--- src/rtl/gpe_hp_pkg.sv ---
package gpe_hp_pkg;
    typedef enum logic [1:0] {
        SCI_IDLE = 2'd0,
        SCI_HIGH = 2'd1,
        SCI_GAP  = 2'd2
    } sci_state_t;

    localparam int OFS_STS_LO = 'h00;
    localparam int OFS_STS_HI = 'h01;
    localparam int OFS_EN_LO  = 'h02;
    localparam int OFS_EN_HI  = 'h03;
    localparam int OFS_INS    = 'h08;
    localparam int OFS_REM    = 'h0C;
    localparam int OFS_EJECT  = 'h10;
endpackage

--- src/rtl/gpe_regs.sv ---
module gpe_regs #(
    parameter int LANES  = 2,
    parameter int HP_BIT = 1,
    localparam int W     = LANES * 8
) (
    input  logic             clk,
    input  logic             rst_n,
    input  logic [LANES-1:0] wr_sts,
    input  logic [LANES-1:0] wr_en,
    input  logic [7:0]       wbyte,
    input  logic             hp_event,
    output logic [W-1:0]     sts,
    output logic [W-1:0]     en
);
    logic [W-1:0] sts_lane, en_lane, sts_nxt;

    for (genvar b = 0; b < LANES; b++) begin : g_lane
        assign sts_lane[b*8 +: 8] = wr_sts[b] ? (sts[b*8 +: 8] & ~wbyte) : sts[b*8 +: 8];
        assign en_lane[b*8 +: 8]  = wr_en[b]  ? wbyte : en[b*8 +: 8];
    end

    always_comb begin
        sts_nxt = sts_lane;
        if (hp_event) sts_nxt[HP_BIT] = 1'b1;
    end

    always_ff @(posedge clk) begin
        if (!rst_n) begin
            sts <= '0;
            en  <= '0;
        end else begin
            sts <= sts_nxt;
            en  <= en_lane;
        end
    end

    p_other_byte_kept_r2: assert property (@(posedge clk) disable iff (!rst_n)
        (wr_sts == 2'b01 && !hp_event) |=> sts[15:8] == $past(sts[15:8]));
    p_event_sets_status_r6: assert property (@(posedge clk) disable iff (!rst_n)
        hp_event |=> sts[HP_BIT]);
    p_enable_hold_r3: assert property (@(posedge clk) disable iff (!rst_n)
        (wr_en == '0) |=> $stable(en));
endmodule

--- src/rtl/slot_bitmaps.sv ---
module slot_bitmaps #(
    parameter int SLOTS  = 32,
    parameter int SLOT_W = $clog2(SLOTS)
) (
    input  logic              clk,
    input  logic              rst_n,
    input  logic              wr_ins,
    input  logic              wr_rem,
    input  logic [SLOTS-1:0]  wdata,
    input  logic              hp_event,
    input  logic              hp_insert,
    input  logic [SLOT_W-1:0] hp_slot,
    output logic [SLOTS-1:0]  ins,
    output logic [SLOTS-1:0]  rem
);
    logic [SLOTS-1:0] slot_bit;
    assign slot_bit = SLOTS'(1) << hp_slot;

    always_ff @(posedge clk) begin
        if (!rst_n) begin
            ins <= '0;
            rem <= '0;
        end else if (hp_event) begin
            ins <= hp_insert  ? slot_bit : '0;
            rem <= !hp_insert ? slot_bit : '0;
        end else begin
            if (wr_ins) ins <= wdata;
            if (wr_rem) rem <= wdata;
        end
    end

    p_event_single_bit_r5: assert property (@(posedge clk) disable iff (!rst_n)
        hp_event |=> $countones({ins, rem}) == 1);
    p_event_beats_write_r10: assert property (@(posedge clk) disable iff (!rst_n)
        (hp_event && (wr_ins || wr_rem)) |=> $onehot0(ins) && $onehot0(rem));
endmodule

--- src/rtl/eject_encoder.sv ---
module eject_encoder #(
    parameter int SLOTS  = 32,
    parameter int SLOT_W = $clog2(SLOTS)
) (
    input  logic              clk,
    input  logic              rst_n,
    input  logic              wr,
    input  logic [SLOTS-1:0]  wdata,
    output logic              ej_valid,
    output logic [SLOT_W-1:0] ej_slot
);
    logic [SLOT_W-1:0] low_idx;

    always_comb begin
        low_idx = '0;
        for (int i = SLOTS - 1; i >= 0; i--) begin
            if (wdata[i]) low_idx = SLOT_W'(i);
        end
    end

    always_ff @(posedge clk) begin
        if (!rst_n) begin
            ej_valid <= 1'b0;
            ej_slot  <= '0;
        end else begin
            ej_valid <= wr && (wdata != '0);
            if (wr && (wdata != '0)) ej_slot <= low_idx;
        end
    end

    p_zero_no_strobe_r9: assert property (@(posedge clk) disable iff (!rst_n)
        (wr && wdata == '0) |=> !ej_valid);
    p_strobe_needs_write_r8: assert property (@(posedge clk) disable iff (!rst_n)
        ej_valid |-> $past(wr));
endmodule

--- src/rtl/sci_pulser.sv ---
module sci_pulser
    import gpe_hp_pkg::*;
(
    input  logic clk,
    input  logic rst_n,
    input  logic trig,
    output logic sci
);
    sci_state_t state, state_nxt;
    logic       pend, pend_nxt;

    always_comb begin
        state_nxt = state;
        pend_nxt  = pend;
        unique case (state)
            SCI_IDLE: if (trig) state_nxt = SCI_HIGH;
            SCI_HIGH: begin
                state_nxt = SCI_GAP;
                if (trig) pend_nxt = 1'b1;
            end
            SCI_GAP: begin
                state_nxt = (pend || trig) ? SCI_HIGH : SCI_IDLE;
                pend_nxt  = 1'b0;
            end
            default: state_nxt = SCI_IDLE;
        endcase
    end

    always_ff @(posedge clk) begin
        if (!rst_n) begin
            state <= SCI_IDLE;
            pend  <= 1'b0;
        end else begin
            state <= state_nxt;
            pend  <= pend_nxt;
        end
    end

    always_comb begin
        sci = (state == SCI_HIGH);
    end

    p_sci_one_cycle_r7: assert property (@(posedge clk) disable iff (!rst_n)
        sci |=> !sci);
    p_trig_idle_fires_r7: assert property (@(posedge clk) disable iff (!rst_n)
        (trig && state == SCI_IDLE) |=> sci);
    p_pending_refires_r11: assert property (@(posedge clk) disable iff (!rst_n)
        (trig && sci) |=> !sci ##1 sci);
endmodule

--- src/rtl/gpe_hotplug_ctrl.sv ---
module gpe_hotplug_ctrl
    import gpe_hp_pkg::*;
#(
    parameter int SLOTS  = 32,
    parameter int SLOT_W = $clog2(SLOTS),
    parameter int ADDR_W = 5,
    parameter int HP_BIT = 1
) (
    input  logic              clk,
    input  logic              rst_n,
    input  logic              bus_wr,
    input  logic [ADDR_W-1:0] bus_addr,
    input  logic [SLOTS-1:0]  bus_wdata,
    output logic [SLOTS-1:0]  bus_rdata,
    input  logic              hp_event,
    input  logic              hp_insert,
    input  logic [SLOT_W-1:0] hp_slot,
    output logic              ej_valid,
    output logic [SLOT_W-1:0] ej_slot,
    output logic              sci
);
    localparam int LANES = 2;

    logic [LANES*8-1:0] sts, en;
    logic [SLOTS-1:0]   ins, rem;
    logic [LANES-1:0]   wr_sts, wr_en;
    logic               wr_ins, wr_rem, wr_ej;

    assign wr_sts = {bus_wr && bus_addr == ADDR_W'(OFS_STS_HI),
                     bus_wr && bus_addr == ADDR_W'(OFS_STS_LO)};
    assign wr_en  = {bus_wr && bus_addr == ADDR_W'(OFS_EN_HI),
                     bus_wr && bus_addr == ADDR_W'(OFS_EN_LO)};
    assign wr_ins = bus_wr && bus_addr == ADDR_W'(OFS_INS);
    assign wr_rem = bus_wr && bus_addr == ADDR_W'(OFS_REM);
    assign wr_ej  = bus_wr && bus_addr == ADDR_W'(OFS_EJECT);

    gpe_regs #(.LANES(LANES), .HP_BIT(HP_BIT)) u_gpe (
        .clk(clk), .rst_n(rst_n), .wr_sts(wr_sts), .wr_en(wr_en),
        .wbyte(bus_wdata[7:0]), .hp_event(hp_event), .sts(sts), .en(en)
    );

    slot_bitmaps #(.SLOTS(SLOTS), .SLOT_W(SLOT_W)) u_map (
        .clk(clk), .rst_n(rst_n), .wr_ins(wr_ins), .wr_rem(wr_rem),
        .wdata(bus_wdata), .hp_event(hp_event), .hp_insert(hp_insert),
        .hp_slot(hp_slot), .ins(ins), .rem(rem)
    );

    eject_encoder #(.SLOTS(SLOTS), .SLOT_W(SLOT_W)) u_ej (
        .clk(clk), .rst_n(rst_n), .wr(wr_ej), .wdata(bus_wdata),
        .ej_valid(ej_valid), .ej_slot(ej_slot)
    );

    sci_pulser u_sci (
        .clk(clk), .rst_n(rst_n), .trig(hp_event && en[HP_BIT]), .sci(sci)
    );

    always_comb begin
        bus_rdata = '0;
        if      (bus_addr == ADDR_W'(OFS_STS_LO)) bus_rdata = SLOTS'(sts[7:0]);
        else if (bus_addr == ADDR_W'(OFS_STS_HI)) bus_rdata = SLOTS'(sts[15:8]);
        else if (bus_addr == ADDR_W'(OFS_EN_LO))  bus_rdata = SLOTS'(en[7:0]);
        else if (bus_addr == ADDR_W'(OFS_EN_HI))  bus_rdata = SLOTS'(en[15:8]);
        else if (bus_addr == ADDR_W'(OFS_INS))    bus_rdata = ins;
        else if (bus_addr == ADDR_W'(OFS_REM))    bus_rdata = rem;
    end

    p_no_sci_when_masked_r7: assert property (@(posedge clk) disable iff (!rst_n)
        (!sci && !en[HP_BIT] && !$past(en[HP_BIT]) && !$past(sci)) |=> !sci);
endmodule

--- config.mk ---
export PLATFORM = sky130hd
export DESIGN_NAME = gpe_hotplug_ctrl
export DESIGN_NICKNAME = d
export VERILOG_FILES = /design/src/rtl/gpe_hp_pkg.sv /design/src/rtl/gpe_regs.sv /design/src/rtl/slot_bitmaps.sv /design/src/rtl/eject_encoder.sv /design/src/rtl/sci_pulser.sv /design/src/rtl/gpe_hotplug_ctrl.sv
export SDC_FILE = /design/constraint.sdc
export NUM_CORES = 1
export LEC_CHECK = 0
export ABC_AREA = 1
export BUFFER_PORTS_ARGS = -buffer_cell sky130_fd_sc_hd__buf_2
export CAP_MARGIN = 10
export CORE_AREA = 2 2 100 112
export CTS_CLUSTER_DIAMETER = 30
export DETAILED_ROUTE_END_ITERATION = 8
export DIE_AREA = 0 0 102 114
export PLACE_DENSITY_LB_ADDON = 0.3
export SYNTH_ARGS = -nofsm -noshare
export SYNTH_HDL_FRONTEND = slang
export SYNTH_SLANG_ARGS = --single-unit
--- constraint.sdc ---
create_clock -name clk -period 2.8 [get_ports clk]
set_clock_uncertainty 0.15 [all_clocks]
set_input_delay 0.56 -clock clk [delete_from_list [all_inputs] [get_ports clk]]
set_output_delay 0.56 -clock clk [all_outputs]
set_load 0.005 [all_outputs]
==> run metrics <==
dpl hpwl=11.3 mm; critical path launch point type=primary input; top-count cell post-synth=nor2_1; initial antenna violation count=0; worst-skew pair later-pin latency=0.35 ns; Fin. Hold Viols=0; clk slew on worst S/H paths=0.07 ns; vias in the first global route=5321; Rows=40; critical path depth=8; ant diodes=0; DR vias=5597; FILL cells=1032; Max Cap Viol=0; final worst path period need=2.64 ns; register bit total from synthesis=105; achievable frequency=0.379 GHz; post-CTS setup buffer count=0; H-tree levels=3; crit path capture type=output port; WP buf/inv=4; Worst path slowest cell=nor3b_4; FF-to-FF End=u_sci.pend$_SDFFE_PN0P_; worst hold path depth=1; Avg Synthesized Cell Area=6.91 um2; cts-stage hold buffer count=0; worst hold path class=reg -> reg; Routed WL=16.1 mm; status=complete, no violations; endpoints failing setup=0; Yosys cell types=27; Rel. slew slack=0.589; CTS buffer count=9; reg2reg setup slack=1.77 ns; Initial DRC Count=330; Total Negative Setup Slacks=0 ns; layout cells sized above 1=0.181; most used cell, CP=buf_2; RSZ-0062 raised after global routing=false; DRC=0; sequential area share after synthesis=0.403; CTS sink cnt=105; Worst R2R Path Depth=4; Initial Utilization=0.491; crit share post-route=0.943; drt wl/cell=16.5 um; CP max stage delay=0.25 ns; critical path's top delay family=buffers and inverters; Mapped Cells=754; Antenna Nets Post-Route=0; Core ar.=10600 um2; post_cts resized=0; placed cells=958; EDFF count, synth=0; PortBufs=85; die area=11600 um2; Worst Path Arrival=1.93 ns; largest net degree at the start of global routing=65; static leakage=2.61 nW; via/cell ratio=5.75; gr ovfl total=0; syn nets=801; Req. time, crit path=2.09 ns; area grow syn2layout=18.9%; drt pass-1 iters=7; Synth top cells by count=nor2_1, nand2_1, dfxtp_1, o21ai_1, a21oi_1; Die Span X=102 um; leading area contributor after synthesis=dfxtp_1; CTS tree=built; hold path start=u_sci.state[0]$_SDFFE_PN0P_; Synth Warn #=0; Ports=86; Max Root-Sink Buffers=2; r2r startpoint=u_sci.state[0]$_SDFFE_PN0P_; GP Congestion=0.945; Main synth FF type=dfxtp_1; IR drop worst, VDD=349 uV; destination of the worst hold path=u_sci.state[0]$_SDFFE_PN0P_; Layout Cells excl Fill=974; Final Net Count=869; Final Slew Violations=0; crit-path cells=buf_2 > nor2_1 > nand2_1 > nor3b_4 > buf_12 > buf_4 > a22o_1 > buf_2; worst slew pin tran=0.612 ns; share of Yosys cell area claimed by the top area cell type=0.403; first-pass GRT wire length=25.8 mm; top cells by area, synth=dfxtp_1, nor2_1, nand2_1; worst setup path class=in -> out; synthesized cell area=5210 um2; worst-path maximum fanout=24; GRT Total Usage=0.282; Async S/R FF share, synth=0; PD cells=542 nW/um2; Clock Tree Root=clkbuf_16; DIE HEIGHT=114 um
routing by layer:
layer / share of wire / vias to the layer above / global-route usage / wire (um)
li1: - / 2737 / - / -
met1: 0.42 / 2568 / 0.360 / 6770
met2: 0.47 / 254 / 0.469 / 7590
met3: 0.075 / 38 / 0.0411 / 1200
met4: 0.032 / 0 / 0.124 / 518
met5: 0 / - / 0 / 0
cell type report:
type / instances / area, um2 / share of cell area
tap: 147 / 184 / 0.0297
multi-input combinational: 552 / 2710 / 0.437
clock buffer: 9 / 225 / 0.0363
inverter: 50 / 243 / 0.0392
timing repair buffer: 104 / 643 / 0.104
sequential: 105 / 2100 / 0.339
clock inverter: 7 / 95.1 / 0.0153
worst max-delay path by stage:
| stage | start | end | slack, ns |
|---|---|---|---|
| after detailed placement | bus_addr[4] | bus_rdata[1] | 0.18 |
| after global placement | bus_addr[1] | bus_rdata[19] | 0.19 |
| final | bus_addr[1] | bus_rdata[29] | 0.16 |
| after CTS | bus_addr[4] | bus_rdata[1] | 0.18 |
| after floorplan | bus_addr[4] | bus_rdata[11] | 0.18 |
| after global routing | bus_addr[4] | bus_rdata[3] | 0.02 |
logic make-up after synthesis:
family / Yosys count / synth area share
and+or+nand+nor: 323 / 0.259
DFF: 105 / 0.403
AOI/OAI and AO/OA: 229 / 0.257
buffers and inverters: 97 / 0.0806
sequential cells by signal, indices dropped and copies added, names as in the netlist:
signal and cells:
u_ej.ej_slot 5, u_ej.ej_valid 1, u_gpe.en 16, u_gpe.sts 16, u_map.ins 32, u_map.rem 32, u_sci.pend 1, u_sci.state 2
cell usage in the layout, fill, tap and decap left out, types with 2 or more instances in the layout:
| master | count |
|---|---|
| bufinv_8 | 4 |
| buf_4 | 13 |
| a21oi_1 | 78 |
| buf_2 | 85 |
| dfxtp_1 | 105 |
| buf_12 | 6 |
| nand4_1 | 16 |
| bufinv_16 | 2 |
| clkinv_1 | 2 |
| inv_1 | 26 |
| nand2_2 | 2 |
| a221oi_1 | 7 |
| inv_2 | 18 |
| nand3_1 | 37 |
| nor4_1 | 4 |
| o21ai_1 | 81 |
| nor3_1 | 7 |
| nor2_1 | 131 |
| clkinv_4 | 2 |
| nor4_2 | 3 |
| o21ai_0 | 2 |
| clkinv_2 | 2 |
| a22o_1 | 32 |
| nand2_1 | 121 |
| clkbuf_16 | 9 |
| a31oi_1 | 24 |
report_power, final:
| part | total [mW] | switching [mW] | internal [mW] |
|---|---|---|---|
| Clock | 1.36 | 0.575 | 0.783 |
| Sequential | 1.59 | 0.0343 | 1.56 |
| Combinational | 0.407 | 0.266 | 0.140 |
| Total | 3.36 | 0.876 | 2.48 |
metrics by stage:
step / power [mW] / setup WS (ns) / hold WS (ns) / instance area (um2) / utilization
final: 3.36 / 0.161 / 0.274 / 6200 / 0.584
after global routing: 3.47 / 0.0177 / 0.275 / 6200 / 0.584
after global placement: 2.02 / 0.191 / 0.249 / 5880 / 0.554
after detailed placement: 2.03 / 0.180 / 0.253 / 5880 / 0.554
after floorplan: 1.87 / 0.177 / 0.239 / 5210 / -
after CTS: 3.37 / 0.176 / 0.262 / 6200 / 0.584
No activity file was read; power rests on OpenSTA's default activity.
